===== config.mk =====
export PLATFORM = sky130hd
export DESIGN_NAME = dual_io_flash_reader
export DESIGN_NICKNAME = d
export VERILOG_FILES = /design/src/rtl/dfr_pkg.sv /design/src/rtl/dfr_sck_gen.sv /design/src/rtl/dfr_sequencer.sv /design/src/rtl/dual_io_flash_reader.sv
export SDC_FILE = /design/constraint.sdc
export NUM_CORES = 1
export LEC_CHECK = 0
export ABC_AREA = 0
export BUFFER_PORTS_ARGS = -buffer_cell sky130_fd_sc_hd__clkbuf_2
export CAP_MARGIN = 20
export CORE_MARGIN = 2
export CORE_UTILIZATION = 64
export CTS_BUF_LIST = sky130_fd_sc_hd__clkbuf_8
export DETAILED_ROUTE_END_ITERATION = 10
export PLACE_DENSITY = 0.95
export SETUP_SLACK_MARGIN = 0.15
export SYNTH_ARGS = -nofsm -noshare
export SYNTH_HDL_FRONTEND = slang
export SYNTH_SLANG_ARGS = --single-unit
export TNS_END_PERCENT = 1

===== constraint.sdc =====
create_clock -name clk -period 3.9 [get_ports clk]
set_clock_uncertainty 0.2 [all_clocks]
set_input_delay 0.195 -clock clk [delete_from_list [all_inputs] [get_ports clk]]
set_output_delay 0.195 -clock clk [all_outputs]
set_load 0.005 [all_outputs]

===== src/rtl/dfr_pkg.sv =====
`timescale 1ns/1ps
package dfr_pkg;
  localparam logic [7:0]  RD_OPCODE  = 8'hBB;
  localparam int unsigned CMD_CLKS   = 8;
  localparam int unsigned ADDR_CLKS  = 12;
  localparam int unsigned HDR_CLKS   = 24;

  typedef enum logic [1:0] {ST_IDLE, ST_RUN, ST_GAP} seq_st_t;

  // zero requests one byte
  function automatic int unsigned eff_len(int unsigned n);
    return (n == 0) ? 1 : n;
  endfunction

  // index of the final SCK cycle of a transaction
  function automatic int unsigned last_cyc(int unsigned n);
    return HDR_CLKS - 1 + 4 * eff_len(n);
  endfunction

  // pin drive for SCK cycle n: {oe1, o1, oe0, o0}
  function automatic logic [3:0] pin_drive(int unsigned n, logic [23:0] a, logic sck_hi);
    logic [3:0] r;
    int unsigned k;
    r = 4'b0000;
    k = 0;
    if (n < CMD_CLKS) begin
      r = {1'b0, 1'b0, 1'b1, RD_OPCODE[3'(7 - n)]};
    end else if (n < CMD_CLKS + ADDR_CLKS) begin
      k = n - CMD_CLKS;
      r = {1'b1, a[5'(23 - 2 * k)], 1'b1, a[5'(22 - 2 * k)]};
    end else if (n < HDR_CLKS - 1 || (n == HDR_CLKS - 1 && !sck_hi)) begin
      r = 4'b1010;
    end
    return r;
  endfunction
endpackage


===== src/rtl/dfr_sck_gen.sv =====
`timescale 1ns/1ps
module dfr_sck_gen #(
  parameter int HALF = 2
) (
  input  logic clk,
  input  logic rst_n,
  input  logic run,
  input  logic hold,
  output logic sck,
  output logic rise,
  output logic fall
);
  localparam int TW = (HALF > 1) ? $clog2(HALF) : 1;

  logic [TW-1:0] tcnt;
  logic          at_end;

  assign at_end = (tcnt == TW'(HALF - 1));
  assign rise   = run && at_end && !sck && !hold;
  assign fall   = run && at_end && sck;

  always_ff @(posedge clk or negedge rst_n) begin
    if (!rst_n) begin
      tcnt <= '0;
      sck  <= 1'b0;
    end else if (!run) begin
      tcnt <= '0;
      sck  <= 1'b0;
    end else if (rise || fall) begin
      tcnt <= '0;
      sck  <= ~sck;
    end else if (!at_end) begin
      tcnt <= tcnt + TW'(1);
    end
  end


  stall_low_chk: assert property (@(posedge clk) disable iff (!rst_n)
    (hold && run && !sck) |=> !sck);
endmodule


===== src/rtl/dfr_sequencer.sv =====
`timescale 1ns/1ps
module dfr_sequencer
  import dfr_pkg::*;
#(
  parameter int LEN_W = 16,
  parameter int GAP   = 4
) (
  input  logic             clk,
  input  logic             rst_n,
  input  logic             req_valid,
  output logic             req_ready,
  input  logic [23:0]      req_addr,
  input  logic [LEN_W-1:0] req_len,
  input  logic             rise,
  input  logic             fall,
  input  logic             sck,
  output logic             run,
  output logic             hold,
  output logic             cs_n,
  output logic             io0_o,
  output logic             io0_oe,
  output logic             io1_o,
  output logic             io1_oe,
  input  logic             io0_i,
  input  logic             io1_i,
  output logic             out_valid,
  input  logic             out_ready,
  output logic [7:0]       out_data
);
  localparam int CYC_W = LEN_W + 3;
  localparam int GW    = $clog2(GAP + 1);

  seq_st_t          st;
  logic [CYC_W-1:0] cyc, last_q;
  logic [23:0]      addr_q;
  logic [5:0]       sh;
  logic [GW-1:0]    gcnt;
  logic             cs_q;
  logic             data_phase;
  logic             cap_byte;
  logic [3:0]       drv;

  assign req_ready  = (st == ST_IDLE);
  assign run        = (st == ST_RUN);
  assign cs_n       = cs_q;
  assign data_phase = run && (cyc >= CYC_W'(HDR_CLKS));
  assign cap_byte   = rise && data_phase && (cyc[1:0] == 2'd3);
  assign hold       = data_phase && out_valid && !out_ready;
  assign drv        = run ? pin_drive(32'(cyc), addr_q, sck) : 4'b0000;
  assign io1_oe     = drv[3];
  assign io1_o      = drv[2];
  assign io0_oe     = drv[1];
  assign io0_o      = drv[0];

  always_ff @(posedge clk or negedge rst_n) begin
    if (!rst_n) begin
      st     <= ST_IDLE;
      cs_q   <= 1'b1;
      cyc    <= '0;
      last_q <= '0;
      addr_q <= '0;
      sh     <= '0;
      gcnt   <= '0;
    end else begin
      case (st)
        ST_IDLE: if (req_valid) begin
          addr_q <= req_addr;
          last_q <= CYC_W'(last_cyc(32'(req_len)));
          cyc    <= '0;
          cs_q   <= 1'b0;
          st     <= ST_RUN;
        end
        ST_RUN: begin
          if (rise && data_phase) sh <= {sh[3:0], io1_i, io0_i};
          if (fall) begin
            if (cyc == last_q) begin
              cs_q <= 1'b1;
              gcnt <= '0;
              st   <= ST_GAP;
            end else begin
              cyc <= cyc + CYC_W'(1);
            end
          end
        end
        ST_GAP: begin
          gcnt <= gcnt + GW'(1);
          if (gcnt == GW'(GAP - 1)) st <= ST_IDLE;
        end
        default: st <= ST_IDLE;
      endcase
    end
  end

  always_ff @(posedge clk or negedge rst_n) begin
    if (!rst_n) begin
      out_valid <= 1'b0;
      out_data  <= '0;
    end else if (cap_byte) begin
      out_valid <= 1'b1;
      out_data  <= {sh, io1_i, io0_i};
    end else if (out_ready) begin
      out_valid <= 1'b0;
    end
  end


  rx_released_chk: assert property (@(posedge clk) disable iff (!rst_n)
    ($fell(sck) && data_phase) |-> (!io0_oe && !io1_oe));


  out_hold_chk: assert property (@(posedge clk) disable iff (!rst_n)
    (out_valid && !out_ready) |=> (out_valid && $stable(out_data)));


  drive_on_fall_chk: assert property (@(posedge clk) disable iff (!rst_n)
    (!cs_q && $past(!cs_q) && !$stable(io0_o)) |-> $fell(sck));
endmodule


===== src/rtl/dual_io_flash_reader.sv =====
`timescale 1ns/1ps
module dual_io_flash_reader #(
  parameter int CLK_DIV = 4,
  parameter int LEN_W   = 16
) (
  input  logic             clk,
  input  logic             rst_n,
  input  logic             req_valid,
  output logic             req_ready,
  input  logic [23:0]      req_addr,
  input  logic [LEN_W-1:0] req_len,
  output logic             out_valid,
  input  logic             out_ready,
  output logic [7:0]       out_data,
  output logic             sck,
  output logic             cs_n,
  output logic             io0_o,
  output logic             io0_oe,
  input  logic             io0_i,
  output logic             io1_o,
  output logic             io1_oe,
  input  logic             io1_i
);
  localparam int HALF = (CLK_DIV < 2) ? 1 : CLK_DIV / 2;

  logic sck_rise, sck_fall, seq_run, seq_hold;

  dfr_sck_gen #(.HALF(HALF)) u_sck (
    .clk  (clk),
    .rst_n(rst_n),
    .run  (seq_run),
    .hold (seq_hold),
    .sck  (sck),
    .rise (sck_rise),
    .fall (sck_fall)
  );

  dfr_sequencer #(.LEN_W(LEN_W), .GAP(2 * HALF)) u_seq (
    .clk      (clk),
    .rst_n    (rst_n),
    .req_valid(req_valid),
    .req_ready(req_ready),
    .req_addr (req_addr),
    .req_len  (req_len),
    .rise     (sck_rise),
    .fall     (sck_fall),
    .sck      (sck),
    .run      (seq_run),
    .hold     (seq_hold),
    .cs_n     (cs_n),
    .io0_o    (io0_o),
    .io0_oe   (io0_oe),
    .io1_o    (io1_o),
    .io1_oe   (io1_oe),
    .io0_i    (io0_i),
    .io1_i    (io1_i),
    .out_valid(out_valid),
    .out_ready(out_ready),
    .out_data (out_data)
  );


  sck_idle_chk: assert property (@(posedge clk) disable iff (!rst_n)
    cs_n |-> !sck);


  accept_idle_chk: assert property (@(posedge clk) disable iff (!rst_n)
    $fell(cs_n) |-> $past(req_valid && req_ready));
endmodule


# == Word level (Yosys, flattened, before mapping) ==
# Memory sizes are Yosys's and may differ from the RTL's.
# Cells that the tools add are included.
# Widths: inputs -> output; s select.
# word_totals
regBits,85
latch_bits,0
ramBits,0
rom_bits,8
in_bits,46
elab_cells,99
n_memories,1
# op_classes
n_addsub,8
n_mul,0
div,0
magnitude_cmp,7
n_eq_ne,12
shift,0
muxes,33
bitwise,1
reduce_logical,26
# memory_table
name,depth,word_bits,read_ports,rd_clocked_by_memory_dff,wr,line,source
(no name shown),8,1,1,0,0,dfr_pkg.sv:27,"r = {1'b0, 1'b0, 1'b1, RD_OPCODE[3'(7 - n)]};"
# op_table
cell,count
$mux 19,3
$lt 19x5->1 const B,2
$pmux 19 s2,1
$add 19x1->19 const B,1
$add 5x19->19 const A,1
$eq 19x19->1,1
$eq 19x5->1 const B,1
$ge 19x5->1 const B,1
$lt 19x4->1 const B,1
$logic_not 16->1,1
$mux 16,1
$mux 4,4
$mux 1,13
$lt 5x6->1 const B,2
$reduce_and 4->1,3
$bmux 1 s5,2
$logic_and 1x1->1,10
$sub 5x5->5 const A,2
$mux 2,4
$ne 2x2->1 const B,4
$mux 3,2
$pmux 2 s3,1
$pmux 3 s2,1
$reduce_bool 2->1,3
16 further kinds,22

# == Logic depth before layout (Yosys ltp) ==
# logic_depth
depth_word,9
ltp_mapped,9

# == Hierarchy ==
# Synthesis repeated with hierarchy kept, for this count alone.
# hier_totals
cells_unflattened,466
area_unflattened_um2,4411.7
# modules_own_cells
module,instances,cells_per_inst,area_per_inst_um2,seq_area_each_um2
dfr_sequencer,1,457,4319.1,2053.2
dfr_sck_gen,1,9,92.6,50.0

# == Least setup slack after synthesis ==
# No wires, ideal clock.
# synth_timing
path_type,reg-to-reg
from,reg u_seq.cyc[3]
to,reg u_seq.cyc[1]
t_arrival_ns,2.078
setup_slack_ns,1.497
path_stages_with_launch,8
n_path_buf,1
synth_period_minus_slack_ns,2.403
cell_sequence,dfrtp_1 -> buf_6 -> xor2_1 -> a2111o_1 -> nor4_4 -> and2_4 -> nand2b_1 -> mux2_2
# synth_between
elab_chain_cells,3
# synth_lines
element,line,source
"start, declared",dfr_sequencer.sv:34,"logic [CYC_W-1:0] cyc, last_q;"
"start signal, assigned",dfr_sequencer.sv:81,cyc <= cyc + CYC_W'(1);
$eq 19x19->1,dfr_sequencer.sv:76,if (cyc == last_q) begin
$ne 2x2->1 (no line),n/a,
$reduce_and 4->1 (no line),n/a,
# No other way between the ends.
# A chain may end at the register's enable or synchronous reset.

# == Final worst setup path ==
# layout_timing
from,reg u_seq.cyc[1]
to,reg u_seq.cyc[1]
# layout_between
elab_chain_cells,4
# layout_lines
element,line,source
$add 19x1->19,dfr_sequencer.sv:81,
$mux 19,dfr_sequencer.sv:76,
$mux 19,dfr_sequencer.sv:75,if (fall) begin
$pmux 19 s2,dfr_sequencer.sv:65,case (st)
# Several ways; a longest one is shown, not always the timed one. The select of a mux whose other input is x is not followed.

==> results.sh <==
export IMPL_synth_cell_types=52
export IMPL_multi_input_area_um2=2160
export IMPL_dp_final_hpwl_mm=6.97
export IMPL_die_area_um2=7600
export IMPL_power_density_nw_per_um2=484
export IMPL_worst_slew_pin_transition_ps=957
export IMPL_layout_commonest_cell="sky130_fd_sc_hd__nand2_1"
export IMPL_vias_in_the_first_global_route=3901
export IMPL_achievable_frequency_mhz=337
export IMPL_area_growth_synth_to_final_pct=20.6
export IMPL_run_status="finished, final reports clean"
export IMPL_drt_antenna_violating_nets=0
export IMPL_synthesized_area_per_cell_um2=9.62
export IMPL_clock_tree_htree_level_count=3
export IMPL_nets=604
export IMPL_syn_num_nets=514
export IMPL_antenna_violations_before_repair=1
export IMPL_post_layout_total_power_mw=2.58
export IMPL_place_gp_congestion=0.983
export IMPL_min_period_ps=2970
export IMPL_yosys_register_bits=84
export IMPL_critical_path_startpoint_type="register"
export IMPL_layout_drive_gt1_share_pct=20.4
export IMPL_wl_per_cell_um=19.2
export IMPL_worst_slew_margin_rel_pct=36.2
export IMPL_cts_buffers_inserted=9
export IMPL_endpoint_kind="register"
export IMPL_die_w_um=87.2
export IMPL_finalCritPeriodShare_pct=76.1
export IMPL_sequential_cell_area_um2=2100
export IMPL_timing_critical_path_from="u_seq.cyc[1]"
export IMPL_cts_root_buf="sky130_fd_sc_hd__clkbuf_8"
export IMPL_grt_start_max_net_pins=85
export IMPL_filler_cell_count=392
export IMPL_worst_ep_arrival_time_ps=3030
export IMPL_routed_via_count=3912
export IMPL_max_vdd_ir_drop_mv=0.362
export IMPL_globalRouteOverflowTotal=0
export IMPL_routed_wirelength_mm=12.2
export IMPL_clk_path_buf_depth=2
export IMPL_critPathKind="reg2reg"
export IMPL_setup_tns_final_ps=0
export IMPL_r2r_start="u_seq.cyc[1]"
export IMPL_dieHeight_um=87.2
export IMPL_syn_cell_area_um2=4430
export IMPL_postCtsSetupBuffers=0
export IMPL_rsz0062_at_grt="no"
export IMPL_post_synth_and_or_nand_nor_area_fraction_pct=21.6
export IMPL_hold_viol=0
export IMPL_whs_path_depth=3
export IMPL_most_common_layout_cells="113 x sky130_fd_sc_hd__nand2_1, 83 x sky130_fd_sc_hd__dfrtp_1, 60 x sky130_fd_sc_hd__clkbuf_2"
export IMPL_drt_first_iter_violations=406
export IMPL_worst_endpoint_required_ps=3960
export IMPL_clk_pin_slew_worst_paths_ps=100
export IMPL_synthMuxAreaShare_pct=7.49
export IMPL_maxCapViolations=0
export IMPL_timing_reg2reg_worst_path_depth=6
export IMPL_critical_path_endpoint="u_seq.cyc[1]"
export IMPL_cts_tree="yes"
export IMPL_yosys_warning_count=0
export IMPL_setup_viol_count_final=0
export IMPL_residual_drc_count=0
export IMPL_grt_pass1_wl_mm=19.3
export IMPL_dominant_register_cell_in_the_synthesized_netlist="sky130_fd_sc_hd__dfrtp_1"
export IMPL_floorplan_rows=30
export IMPL_all_layer_gr_usage_pct=33.6
export IMPL_number_of_enable_flip_flop_cells_after_synthesis=0
export IMPL_worst_hold_path_type="in2reg"
export IMPL_reg2reg_slack_ps=930
export IMPL_clock_sinks=84
export IMPL_via_per_inst=6.15
export IMPL_synth_compound_gate_area_share_pct=10.1
export IMPL_synthesis_instances=460
export IMPL_first_pass_iters=5
export IMPL_synth_xor_area_share_pct=7.32
export IMPL_coreArea_um2=6760
export IMPL_asyncSetResetFlopFracSynth_pct=100
export IMPL_synth_fa_ha_area_share_pct=2.26
export IMPL_power_leakage_nw=2.51
export IMPL_final_max_slew_violation_count=0
export IMPL_synth_seq_area_share_pct=47.5
export IMPL_pin_count=62
export IMPL_rr_endpoint="u_seq.cyc[1]"
export IMPL_worst_path_max_fanout=23
export IMPL_insertion_delay_ps=370
export IMPL_synth_top_family_by_area="simple AND/OR/NAND/NOR gates"
export IMPL_place_port_buffers=61
export IMPL_initial_utilization_pct=65.5
logic make-up (layout without fill, tap and decap cells):
family | Yosys count | count (layout)
AOI/OAI and AO/OA | 69 | 69
xor gates and xnor gates | 37 | 37
DFF | 84 | 84
and+or+nand+nor | 204 | 204
buffers and inverters | 33 | 128
muxes | 25 | 25
adders and majority gates | 8 | 8
other | 0 | 1
metrics by stage:
step / utilization [%] / hold slack [ps] / cells / area (um2) / setup slack (ps)
4_1_cts: 78.6 / 10.1 / 634 / 5310 / 1010
5_1_grt: 79.0 / 55.2 / 636 / 5340 / 781
2_1_floorplan: - / -301 / 460 / 4430 / 1500
3_3_place_gp: 69.8 / 185 / 579 / 4720 / 1090
3_5_place_dp: 69.8 / 194 / 579 / 4720 / 1030
6_report: 79.0 / 31.6 / 636 / 5340 / 933
sequential cells by signal, summed over array words and instances (netlist names), 2 cells and up:
name            count
u_seq.gcnt          3
u_seq.sh            6
u_seq.st            2
u_seq.out_data      8
u_seq.addr_q       24
u_seq.last_q       18
u_seq.cyc          19
critical path: stages, from the launching register on:
cell and delay, ps:
sky130_fd_sc_hd__dfrtp_1 730, sky130_fd_sc_hd__nand2_1 100, sky130_fd_sc_hd__a2111o_1 470, sky130_fd_sc_hd__nor4_4 430, sky130_fd_sc_hd__and2_4 360, sky130_fd_sc_hd__nand2b_1 210
sky130_fd_sc_hd__mux2_2 350
routing by layer:
metal	GRT usage, %	up-vias	wire length [um]
li1	-	1776	-
met1	39.7	1886	4620
met2	58.3	205	6300
met3	7.96	45	735
met4	15.0	0	549
met5	0	-	0
worst min path at each step:
stage	from	end
floorplan	rst_n	u_sck.at_end
global placement	req_addr[16]	u_seq.addr_q[16]
detailed placement	req_addr[20]	u_seq.addr_q[20]
CTS	req_len[3]	u_seq.last_q[5]
global route	req_len[0]	u_seq.last_q[2]
finish	req_len[0]	u_seq.last_q[2]
synth_stat cells (7+ instances only):
master / n / area share [%]
sky130_fd_sc_hd__a21oi_1: 11 / 1.2
sky130_fd_sc_hd__a21oi_2: 7 / 1.4
sky130_fd_sc_hd__and3_1: 7 / 0.99
sky130_fd_sc_hd__buf_2: 9 / 1.0
sky130_fd_sc_hd__clkbuf_1: 11 / 0.93
sky130_fd_sc_hd__dfrtp_1: 83 / 47
sky130_fd_sc_hd__ha_1: 8 / 2.3
sky130_fd_sc_hd__inv_1: 9 / 0.76
sky130_fd_sc_hd__mux2_2: 15 / 3.8
sky130_fd_sc_hd__nand2_1: 113 / 9.6
sky130_fd_sc_hd__nand2b_1: 8 / 1.1
sky130_fd_sc_hd__nand3_1: 11 / 1.2
sky130_fd_sc_hd__nand4_1: 13 / 1.8
sky130_fd_sc_hd__nor2_1: 21 / 1.8
sky130_fd_sc_hd__o21ai_0: 20 / 2.3
sky130_fd_sc_hd__xnor2_1: 20 / 4.0
sky130_fd_sc_hd__xor2_1: 17 / 3.4
cell type report:
cell class	count	area share, %
Multi-Input combinational cell	343	40.4
Tap cell	80	1.88
Sequential cell	84	39.4
Inverter	9	0.633
Timing Repair Buffer	103	13.9
Clock inverter	7	1.43
Clock buffer	9	2.32
Antenna cell	1	0.0469
repair_timing:
action,in CTS,in global routing
hold buffers,39,0
endpoints found under the setup margin,0,0
endpoints found under the hold margin,124,0
resized for setup,0,0
power by group:
group | internal (mW) | total (mW) | switching [mW]
logic | 0.327 | 0.686 | 0.358
registers | 1.05 | 1.26 | 0.213
clock network | 0.255 | 0.639 | 0.384
total | 1.63 | 2.58 | 0.956
Note: power is estimated with default switching activity, not from simulation.
